$ cat src/rtl/exc_pkg.sv
package exc_pkg;
  localparam int BYTE_W = 8;
  localparam int PC_W   = 16;

  typedef enum logic [1:0] {
    ST_IDLE,
    ST_PUSH,
    ST_VLO,
    ST_VHI
  } exc_state_t;

  typedef enum logic [1:0] {
    SLOT_BANK,
    SLOT_PCH,
    SLOT_PCL,
    SLOT_STAT
  } push_slot_t;
endpackage

$ cat src/rtl/exc_ctx_hold.sv
module exc_ctx_hold #(
  parameter int IDX_W = 7,
  parameter int SP_W  = 16
) (
  input  logic                      clk,
  input  logic                      rst,
  input  logic                      load,
  input  logic [IDX_W-1:0]          in_idx,
  input  logic                      in_mode,
  input  logic [exc_pkg::PC_W-1:0]  in_pc,
  input  logic [exc_pkg::BYTE_W-1:0] in_sc,
  input  logic [exc_pkg::BYTE_W-1:0] in_cb,
  input  logic [SP_W-1:0]           in_sp,
  output logic [IDX_W-1:0]          q_idx,
  output logic                      q_mode,
  output logic [exc_pkg::PC_W-1:0]  q_pc,
  output logic [exc_pkg::BYTE_W-1:0] q_sc,
  output logic [exc_pkg::BYTE_W-1:0] q_cb,
  output logic [SP_W-1:0]           q_sp
);
  always_ff @(posedge clk) begin
    if (rst) begin
      q_idx  <= '0;
      q_mode <= 1'b0;
      q_pc   <= '0;
      q_sc   <= '0;
      q_cb   <= '0;
      q_sp   <= '0;
    end else if (load) begin
      q_idx  <= in_idx;
      q_mode <= in_mode;
      q_pc   <= in_pc;
      q_sc   <= in_sc;
      q_cb   <= in_cb;
      q_sp   <= in_sp;
    end
  end
endmodule

$ cat src/rtl/exc_push_slot.sv
module exc_push_slot #(
  parameter int SP_W   = 16,
  parameter int ADDR_W = 24
) (
  input  logic [1:0]                 step,
  input  logic                       mode_max,
  input  logic [exc_pkg::PC_W-1:0]   pc,
  input  logic [exc_pkg::BYTE_W-1:0] sc,
  input  logic [exc_pkg::BYTE_W-1:0] cb,
  input  logic [SP_W-1:0]            sp,
  output logic [ADDR_W-1:0]          addr,
  output logic [exc_pkg::BYTE_W-1:0] wdata
);
  import exc_pkg::*;

  push_slot_t       slot;
  logic [SP_W-1:0]  waddr;

  // Minimum mode starts one slot later, skipping the bank byte.
  assign slot  = push_slot_t'(mode_max ? step : step + 2'd1);
  assign waddr = sp - SP_W'({1'b0, step} + 3'd1);

  generate
    if (ADDR_W >= SP_W) begin : g_ext
      assign addr = ADDR_W'(waddr);
    end else begin : g_trunc
      assign addr = waddr[ADDR_W-1:0];
    end
  endgenerate

  always_comb begin
    unique case (slot)
      SLOT_BANK: wdata = cb;
      SLOT_PCH:  wdata = pc[PC_W-1 -: BYTE_W];
      SLOT_PCL:  wdata = pc[BYTE_W-1:0];
      default:   wdata = sc;
    endcase
  end
endmodule

$ cat src/rtl/exc_vec_addr.sv
module exc_vec_addr #(
  parameter int IDX_W  = 7,
  parameter int ADDR_W = 24
) (
  input  logic [IDX_W-1:0]  idx,
  input  logic              hi_sel,
  output logic [ADDR_W-1:0] addr
);
  localparam int RAW_W = IDX_W + 1;
  logic [RAW_W-1:0] raw;

  assign raw = {idx, hi_sel};

  generate
    if (ADDR_W >= RAW_W) begin : g_ext
      assign addr = ADDR_W'(raw);
    end else begin : g_trunc
      assign addr = raw[ADDR_W-1:0];
    end
  endgenerate
endmodule

$ cat src/rtl/exc_entry_seq.sv
module exc_entry_seq #(
  parameter int IDX_W  = 7,
  parameter int SP_W   = 16,
  parameter int ADDR_W = 24
) (
  input  logic              clk,
  input  logic              rst,
  input  logic              req_valid,
  input  logic              instr_done,
  input  logic [IDX_W-1:0]  req_index,
  input  logic              mode_max,
  input  logic [15:0]       cur_pc,
  input  logic [7:0]        cur_sc,
  input  logic [7:0]        cur_cb,
  input  logic [SP_W-1:0]   cur_sp,
  output logic              mem_req,
  output logic              mem_we,
  output logic [ADDR_W-1:0] mem_addr,
  output logic [7:0]        mem_wdata,
  input  logic              mem_ready,
  input  logic [7:0]        mem_rdata,
  output logic [15:0]       new_pc,
  output logic [SP_W-1:0]   new_sp,
  output logic              done,
  output logic              busy
);
  import exc_pkg::*;

  localparam logic [1:0] LAST_MAX = 2'd3;
  localparam logic [1:0] LAST_MIN = 2'd2;

  exc_state_t       state;
  logic [1:0]       step;
  logic [7:0]       vec_lo;
  logic             take;
  logic             idle;

  logic [IDX_W-1:0] h_idx;
  logic             h_mode;
  logic [15:0]      h_pc;
  logic [7:0]       h_sc;
  logic [7:0]       h_cb;
  logic [SP_W-1:0]  h_sp;

  logic [IDX_W-1:0] c_idx;
  logic             c_mode;
  logic [15:0]      c_pc;
  logic [7:0]       c_sc;
  logic [7:0]       c_cb;
  logic [SP_W-1:0]  c_sp;

  logic [1:0]        nstep;
  logic [ADDR_W-1:0] push_addr;
  logic [7:0]        push_data;
  logic [ADDR_W-1:0] vec_addr;
  logic              last_push;
  logic [2:0]        push_cnt;

  assign idle = (state == ST_IDLE);
  assign take = idle && req_valid && instr_done;
  assign busy = !idle;

  exc_ctx_hold #(.IDX_W(IDX_W), .SP_W(SP_W)) i_hold (
    .clk(clk), .rst(rst), .load(take),
    .in_idx(req_index), .in_mode(mode_max), .in_pc(cur_pc),
    .in_sc(cur_sc), .in_cb(cur_cb), .in_sp(cur_sp),
    .q_idx(h_idx), .q_mode(h_mode), .q_pc(h_pc),
    .q_sc(h_sc), .q_cb(h_cb), .q_sp(h_sp)
  );

  // In idle the first access is formed straight from the live inputs.
  assign c_idx  = idle ? req_index : h_idx;
  assign c_mode = idle ? mode_max  : h_mode;
  assign c_pc   = idle ? cur_pc    : h_pc;
  assign c_sc   = idle ? cur_sc    : h_sc;
  assign c_cb   = idle ? cur_cb    : h_cb;
  assign c_sp   = idle ? cur_sp    : h_sp;

  assign nstep     = idle ? 2'd0 : step + 2'd1;
  assign last_push = (step == (h_mode ? LAST_MAX : LAST_MIN));
  assign push_cnt  = (h_idx == '0) ? 3'd0 : (h_mode ? 3'd4 : 3'd3);

  exc_push_slot #(.SP_W(SP_W), .ADDR_W(ADDR_W)) i_slot (
    .step(nstep), .mode_max(c_mode), .pc(c_pc), .sc(c_sc), .cb(c_cb),
    .sp(c_sp), .addr(push_addr), .wdata(push_data)
  );

  exc_vec_addr #(.IDX_W(IDX_W), .ADDR_W(ADDR_W)) i_vec (
    .idx(c_idx), .hi_sel(state == ST_VLO), .addr(vec_addr)
  );

  always_ff @(posedge clk) begin
    if (rst) begin
      state     <= ST_IDLE;
      step      <= 2'd0;
      vec_lo    <= '0;
      mem_req   <= 1'b0;
      mem_we    <= 1'b0;
      mem_addr  <= '0;
      mem_wdata <= '0;
      new_pc    <= '0;
      new_sp    <= '0;
      done      <= 1'b0;
    end else begin
      done <= 1'b0;
      unique case (state)
        ST_IDLE: begin
          if (take) begin
            mem_req <= 1'b1;
            step    <= 2'd0;
            if (req_index == '0) begin
              state    <= ST_VLO;
              mem_we   <= 1'b0;
              mem_addr <= vec_addr;
            end else begin
              state     <= ST_PUSH;
              mem_we    <= 1'b1;
              mem_addr  <= push_addr;
              mem_wdata <= push_data;
            end
          end
        end
        ST_PUSH: begin
          if (mem_ready) begin
            if (last_push) begin
              state    <= ST_VLO;
              mem_we   <= 1'b0;
              mem_addr <= vec_addr;
            end else begin
              step      <= nstep;
              mem_addr  <= push_addr;
              mem_wdata <= push_data;
            end
          end
        end
        ST_VLO: begin
          if (mem_ready) begin
            vec_lo   <= mem_rdata;
            mem_addr <= vec_addr;
            state    <= ST_VHI;
          end
        end
        default: begin
          if (mem_ready) begin
            new_pc  <= {mem_rdata, vec_lo};
            new_sp  <= h_sp - SP_W'(push_cnt);
            done    <= 1'b1;
            mem_req <= 1'b0;
            mem_we  <= 1'b0;
            state   <= ST_IDLE;
          end
        end
      endcase
    end
  end
endmodule

$ cat config.mk
export PLATFORM = sky130hd
export DESIGN_NAME = exc_entry_seq
export DESIGN_NICKNAME = d
export VERILOG_FILES = /design/src/rtl/exc_pkg.sv /design/src/rtl/exc_ctx_hold.sv /design/src/rtl/exc_push_slot.sv /design/src/rtl/exc_vec_addr.sv /design/src/rtl/exc_entry_seq.sv
export SDC_FILE = /design/constraint.sdc
export NUM_CORES = 1
export LEC_CHECK = 0
export BUFFER_PORTS_ARGS = -buffer_cell sky130_fd_sc_hd__buf_2
export CAP_MARGIN = 20
export CORE_UTILIZATION = 30
export CTS_BUF_LIST = sky130_fd_sc_hd__clkbuf_4 sky130_fd_sc_hd__clkbuf_8
export CTS_CLUSTER_DIAMETER = 100
export DETAILED_ROUTE_END_ITERATION = 10
export SYNTH_ARGS = -nofsm -noshare
export SYNTH_HDL_FRONTEND = slang
export SYNTH_SLANG_ARGS = --single-unit
$ cat constraint.sdc
create_clock -name clk -period 3.9 [get_ports clk]
set_input_delay 0.78 -clock clk [delete_from_list [all_inputs] [get_ports clk]]
set_output_delay 0.78 -clock clk [all_outputs]
set_load 0.05 [all_outputs]
# Word-level counts from Yosys, hierarchy flattened
# Cells that the tools add are included.
# word_totals
ff_bits	135
latchBits	0
ram_bits	0
mem_bits_ro	0
in_bits	69
out_inout_bits	68
elab_cells	99
memories	0
# classes
addsub	5
mul	0
div	0
n_lt_le_gt_ge	0
n_eq_ne	11
shifts	0
n_mux	43
bitwise	3
reduce_logical	21
# ops
operator	count
$mux W24	3
$pmux W24 S3	1
$mux W16	4
$mux W8	6
$pmux W8 S3	1
$mux W2	11
$pmux W8 S2	1
$sub A16 B16 Y16	1
$sub A16 B3 Y16	1
$reduce_and A5 Y1	3
$logic_not A7 Y1	2
$ne A2 B2 Y1 const B	5
$mux W1	9
$reduce_and A4 Y1	2
$mux W7	1
$mux W3	2
$pmux W2 S3	1
$add A2 B1 Y2 const B	2
$eq A2 B1 Y1 const B	2
$eq A2 B2 Y1 const B	2
$logic_not A2 Y1	2
$pmux W2 S2	1
$reduce_and A2 Y1	2
$reduce_bool A2 Y1	2
13 further kinds	16

# Logic depth before layout (Yosys ltp)
# depth
word_depth	9
mapped_depth	15
mapped_depth_nobuf	12

# Cells and area by module
# A second synthesis with hierarchy kept.
# hier_totals
cells_unflattened	846
hier_area_um2	7796.2
# by_module_without_submodules
mod	n_inst	cells_each	area_each_um2	seq_area_each_um2
exc_entry_seq	1	540	4695.8	1581.5
exc_ctx_hold	1	180	2014.4	1121.1
exc_push_slot	1	101	902.1	0.0
exc_vec_addr	1	25	183.9	0.0

# Worst setup path after synthesis
# Ideal clock, no wire load.
# synth_path
path_type	register to register
startpoint	reg state[1]
endpoint	reg mem_addr[8]
setup_time_ns	0.062
arrival_time_ns	3.507
required_ns	3.838
setup_slack_ns	0.331
path_stages_with_launch	16
n_path_buf	4
period_less_slack_ns	3.569
cell_sequence	dfxtp_1 -> inv_1 -> ha_1 -> buf_2 -> buf_2 -> buf_2 -> buf_2 -> mux2i_1 -> ha_1 -> inv_1 -> fa_1 -> a21o_1 -> or3_1 -> or4_1 -> nand3_1 -> a32o_1
# synth_via
elab_chain_cells	7
elab_cells_between_ends	19
cone_classes	add/sub: 2; eq/ne: 5; mux: 7; reduce/logical: 5
# synth_rtl
element	line_no	rtl
start: declaration	exc_entry_seq.sv:32	exc_state_t state;
start signal: assignment	exc_entry_seq.sv:94	state <= ST_IDLE;
start signal: assignment	exc_entry_seq.sv:112	state <= ST_VLO;
start signal: assignment	exc_entry_seq.sv:116	state <= ST_PUSH;
$logic_not A2 Y1 (*)	exc_entry_seq.sv:59	assign idle = (state == ST_IDLE);
via idle	exc_entry_seq.sv:36	logic idle;
$mux W2	exc_entry_seq.sv:79	assign nstep = idle ? 2'd0 : step + 2'd1;
$add A2 B1 Y3	exc_push_slot.sv:21	assign waddr = sp - SP_W'({1'b0, step} + 3'd1);
$sub A16 B16 Y16	exc_push_slot.sv:21	
$mux W16, on equally long branches	exc_entry_seq.sv:125, exc_entry_seq.sv:111	
$mux W24, on equally long branches	exc_entry_seq.sv:124, exc_entry_seq.sv:108	
$pmux W24 S3	exc_entry_seq.sv:106	unique case (state)
end signal: assignment	exc_entry_seq.sv:114	mem_addr <= vec_addr;
end signal: assignment	exc_entry_seq.sv:128	mem_addr <= vec_addr;
end signal: assignment	exc_entry_seq.sv:131	mem_addr <= push_addr;
end: declaration	exc_entry_seq.sv:18	output logic [ADDR_W-1:0] mem_addr,
# Mark *: on every way through the listed nets, which the timed path passes. The rest lies on a longest branch. The select of a mux whose other input is x is not followed.
# A chain may end at the register's enable or synchronous reset.

# Final worst setup path
# layout_path
startpoint	reg state[1]
endpoint	reg mem_addr[8]
# layout_via
elab_chain_cells	7
elab_cells_between_ends	19
cone_classes	add/sub: 2; eq/ne: 5; mux: 7; reduce/logical: 5
# layout_rtl
element	line_no
$logic_not A2 Y1	exc_entry_seq.sv:59, exc_entry_seq.sv:106
$mux W2	exc_entry_seq.sv:79
$add A2 B1 Y3	exc_push_slot.sv:21
$sub A16 B16 Y16	exc_push_slot.sv:21
$mux W16, on equally long branches	exc_entry_seq.sv:125, exc_entry_seq.sv:111
$mux W24, on equally long branches	exc_entry_seq.sv:124, exc_entry_seq.sv:108
$pmux W24 S3	exc_entry_seq.sv:106
# Parallel ways exist; a longest one is shown, timed or not. The select of a mux whose other input is x is not followed.

==> summary by stage <==
Critical path
The data required time at the worst endpoint is between 4 and 5 ns. The count of buffering cells on the critical path with inverters included is 2. The endpoint kind of the worst setup timing path is a register. In this run the critical register-to-register path is captured at mem_addr[8]. The slowest library cell on the worst path is sky130_fd_sc_hd__ha_1. On the worst path, the slowest cell contributes a delay of 0.42 ns.

Traced cell by cell, the critical path runs through inv_1, ha_1, nor2_1, ha_1, inv_1, fa_1, a21o_1, or3_1, or4_1, nand3_1, a32o_1. The kind of start point of the critical path is a register. For the worst flop-to-flop path, the logic depth is 11. The launch instance of the worst register-to-register path is state[1]. Along the worst path, the maximum fanout reaches 11. For the worst setup path, the data arrival time is ~3.6 ns.

The critical path is of the register to register type. The setup slack of the most critical reg-to-reg path is 0.68 ns. The cell type group with the largest total delay on the critical path is adder cells.

Synthesis
The netlist uses 62 different library cells. Synthesis produced a netlist whose cell count is 802. In the synthesized netlist the dominant register cell turns out to be sky130_fd_sc_hd__dfxtp_1. The sequential-to-total area share from yosys stat is 0.3822. Yosys printed 0 warnings. Of all flip-flops after synthesis, the portion carrying an async set or reset was 0.

The synthesis-stage register bit count is 127. Yosys mapped a number of flops with a built-in enable equal to 0. In this run the cell area of the synthesized design comes to 6651 µm². In this run the mean area of a mapped cell was 8.293 µm².

Power
For this design the ratio of total power to cell area is around 690 nW/µm². The worst-case IR drop observed on VDD is around 0.00034 V. The leakage power is 3.153 nW.

Floorplan
The number of ports placed on the die boundary is ~140. In this run the vertical extent of the chip is 150.9 µm. The starting utilization of the core area is 0.3057.

The floorplan step set the die width to 150.9 µm. The die covers about 23000 µm². In this run the standard cell core region covers ~22000 µm². The number of standard-cell rows in the floorplan is 54.

Clock network
CTS built an H-tree with a depth of 4. The clock-pin slew on the worst setup and hold paths is 0.08 ns. The root cell of the clock tree is sky130_fd_sc_hd__clkbuf_8. The total clock buffers created by CTS is 17. In this run the post-CTS setup repair buffer count came out at 0. The clock tree from TritonCTS is done. The number of cells upsized or downsized after cts is 0. Buffers inserted to repair hold after CTS numbered 0. The clock latency on the worst-skew pair is 0.45 ns.

The maximum root-to-sink buffer count is 2. Clock tree synthesis found a total of 127 sinks.

Global route
The number of global-route vias before repair is 5679. The largest net degree at the start of global routing is 44. The initial antenna violation count was 2.

For this run the aggregate overflow at the end of global routing stands at 0. The first global-routing pass estimated about 30000 µm of wire. Across every metal layer, demand over resource in global routing totals 0.1693.

Place
Routability-driven placement finished with a final weighted congestion of 0.8591. The placed standard-cell area is 7500 µm². The number of port buffers is 128. The placed wire-length estimate is 13450 µm.

Timing
On the final layout, the worst hold slack is 0.4527 ns. The transition time of the tightest slew-check pin is around 1.0 ns. Setup repair after global routing left no endpoint under its margin. Dividing the final minimum period by the clock period gives 0.8267.

The clock tree skew after final layout is 0.01059 ns. The number of hold violations in the final report is 0. The worst relative slew slack is 0.3134. The number of pins exceeding their max-slew limit in the final report was 0. Timing would allow up to 0.3102 GHz. Setup violations remaining at the end of the flow were counted as 0. Summed over all failing endpoints, the final setup total negative slack is 0 ns.

The clock period minus worst slack is between 3 and 4 ns.

Run
The max capacitance violation total is 0.

Route
The per-cell routed wire length is 15.82 µm. After detailed routing, the met2 layer carries 8492 µm of wire. In this run, the number of DRC markers left after iteration 0 of detailed routing was 312. The length of routed met3 wiring is approximately 1100 µm. After detailed routing, the wire length on met1 is 9005 µm.

The overall via count from detail_route is 6112. After detailed routing, the total wire length is 19020 µm. Before antenna repair, the detailed router went through 4 iterations.

The number of nets with antenna violations after routing is 0. After detailed routing, the number of vias per cell comes to 5.085. Signal routing reaches up to met4.

For this run, design rule violations remaining after detail routing come to 0.

Hold path
The worst hold path belongs to the class register to register. For hold timing, the worst endpoint is new_pc[4]. The worst hold path was traced through 2 stages. The launch instance of the worst min-delay path is vec_lo[4].

Cells and area
Leaving out fill and tap cells, the most frequent cell in the layout is sky130_fd_sc_hd__nand2_1. The sequential cell area is between 2000 and 3000 µm². Of the cells placed in the final design, the portion with a size suffix greater than 1 is 0.2261. The area overhead of the layout relative to synthesis is 19.90%.

The number of nets in the finished design is 990. The library cells used most frequently in the layout, excluding fill and tap cells, are 167 x sky130_fd_sc_hd__nand2_1, 127 x sky130_fd_sc_hd__dfxtp_1, 127 x sky130_fd_sc_hd__buf_2. Summing all multi-input logic gate instances after layout gives between 3000 and 4000 µm². The final-layout fill cell count is 2329. The total non-filler cell area in the finished layout is about 8000 µm². The core utilization of the finished layout is 0.3666.

Outcome
The flow ran to the end, and the final reports show no timing, DRC or antenna violations.
-- kinds of logic (layout without fill, tap and decap cells) --
| family | count (synthesis) | after routing | synth area share |
|---|---|---|---|
| AND/OR/NAND/NOR | 310 | 310 | 0.2088 |
| AO/OA/AOI/OAI | 208 | 208 | 0.2128 |
| flip-flops | 127 | 127 | 0.3822 |
| buffers and inverters | 78 | 189 | 0.05135 |
| multiplexers | 45 | 45 | 0.09067 |
| XOR/XNOR | 19 | 19 | 0.02502 |
| adder cells (fa/ha/maj) | 14 | 14 | 0.02859 |
| other | 1 | 10 | 0.0005638 |
-- worst min-delay path, delay by kind of cell, from the launching register on --
kind	cells	cell delay, ns
AND/OR/NAND/NOR	1	0.05
AO/OA/AOI/OAI	1	0.05
flip-flops	1	0.31
-- cell usage after synthesis, types with 6 or more instances --
cell type	count	area, µm²
sky130_fd_sc_hd__nand2_1	167	626.9
sky130_fd_sc_hd__mux2_2	12	135.1
sky130_fd_sc_hd__clkbuf_1	41	153.9
sky130_fd_sc_hd__mux4_2	11	247.7
sky130_fd_sc_hd__mux2i_1	22	220.2
sky130_fd_sc_hd__nor3_1	11	55.05
sky130_fd_sc_hd__nor2_1	60	225.2
sky130_fd_sc_hd__o221ai_1	22	192.7
sky130_fd_sc_hd__a22o_1	7	61.31
sky130_fd_sc_hd__a211o_1	12	105.1
sky130_fd_sc_hd__buf_4	9	67.56
sky130_fd_sc_hd__or3_1	11	68.82
sky130_fd_sc_hd__inv_1	14	52.55
sky130_fd_sc_hd__nor4_1	7	43.79
sky130_fd_sc_hd__nand3_1	16	80.08
sky130_fd_sc_hd__nand4_1	6	37.54
sky130_fd_sc_hd__a311oi_1	14	122.6
sky130_fd_sc_hd__o21ai_0	8	40.04
sky130_fd_sc_hd__a211oi_1	12	90.09
sky130_fd_sc_hd__a21oi_1	94	470.5
sky130_fd_sc_hd__xor2_1	9	78.83
sky130_fd_sc_hd__buf_1	6	22.52
sky130_fd_sc_hd__ha_1	12	150.1
sky130_fd_sc_hd__dfxtp_1	127	2542
sky130_fd_sc_hd__xnor2_1	10	87.58
sky130_fd_sc_hd__buf_2	6	30.03
-- area by class of cell --
cell class | count | share of cell area
repair buffers | 142 | 0.09382
inverters | 15 | 0.007060
flip-flops and latches | 127 | 0.3188
multi-input cells | 604 | 0.4768
diodes | 2 | 0.0006275
clock buffers | 19 | 0.03279
clock inverters | 13 | 0.02620
well taps | 280 | 0.04393
-- worst max-delay path by stage --
stage              from  slack (ns)      endpoint  cells past startpoint
2_1_floorplan  state[1]        0.33   mem_addr[8]                     15
3_3_place_gp   state[1]        0.84   mem_addr[8]                     11
3_5_place_dp   state[1]        0.71   mem_addr[8]                     11
4_1_cts        state[1]        0.68   mem_addr[8]                     11
5_1_grt        state[1]        0.43  mem_addr[14]                     11
6_report       state[1]        0.68   mem_addr[8]                     11
-- registers in the layout, summed over array words and instances, names as in the netlist --
signal / count
step: 2
mem_addr: 16
mem_wdata: 8
new_pc: 16
done: 1
mem_req: 1
i_hold.q_mode: 1
state: 2
i_hold.q_sp: 16
i_hold.q_cb: 8
new_sp: 16
i_hold.q_sc: 8
i_hold.q_pc: 16
mem_we: 1
i_hold.q_idx: 7
vec_lo: 8
-- per-stage QoR --
stage	instances	total power, mW	worst slack, ns
6_report	1202	5.520	0.6759
4_1_cts	1200	5.567	0.6774
3_5_place_dp	1168	4.184	0.7062
5_1_grt	1202	5.871	0.4306
3_3_place_gp	1168	4.165	0.8372
2_1_floorplan	809	3.597	0.3308
-- per-layer routing --
layer / vias to the layer above / GRT usage
met5: - / 0
met4: 0 / 0.06400
met3: 24 / 0.04458
met2: 160 / 0.2628
met1: 2833 / 0.2234
li1: 3095 / -
-- report_power, final --
group / internal, mW / switching, mW
clock network: 0.797 / 0.566
logic: 0.894 / 1.65
registers: 1.49 / 0.132
Note: power is estimated with default switching activity, not from simulation.
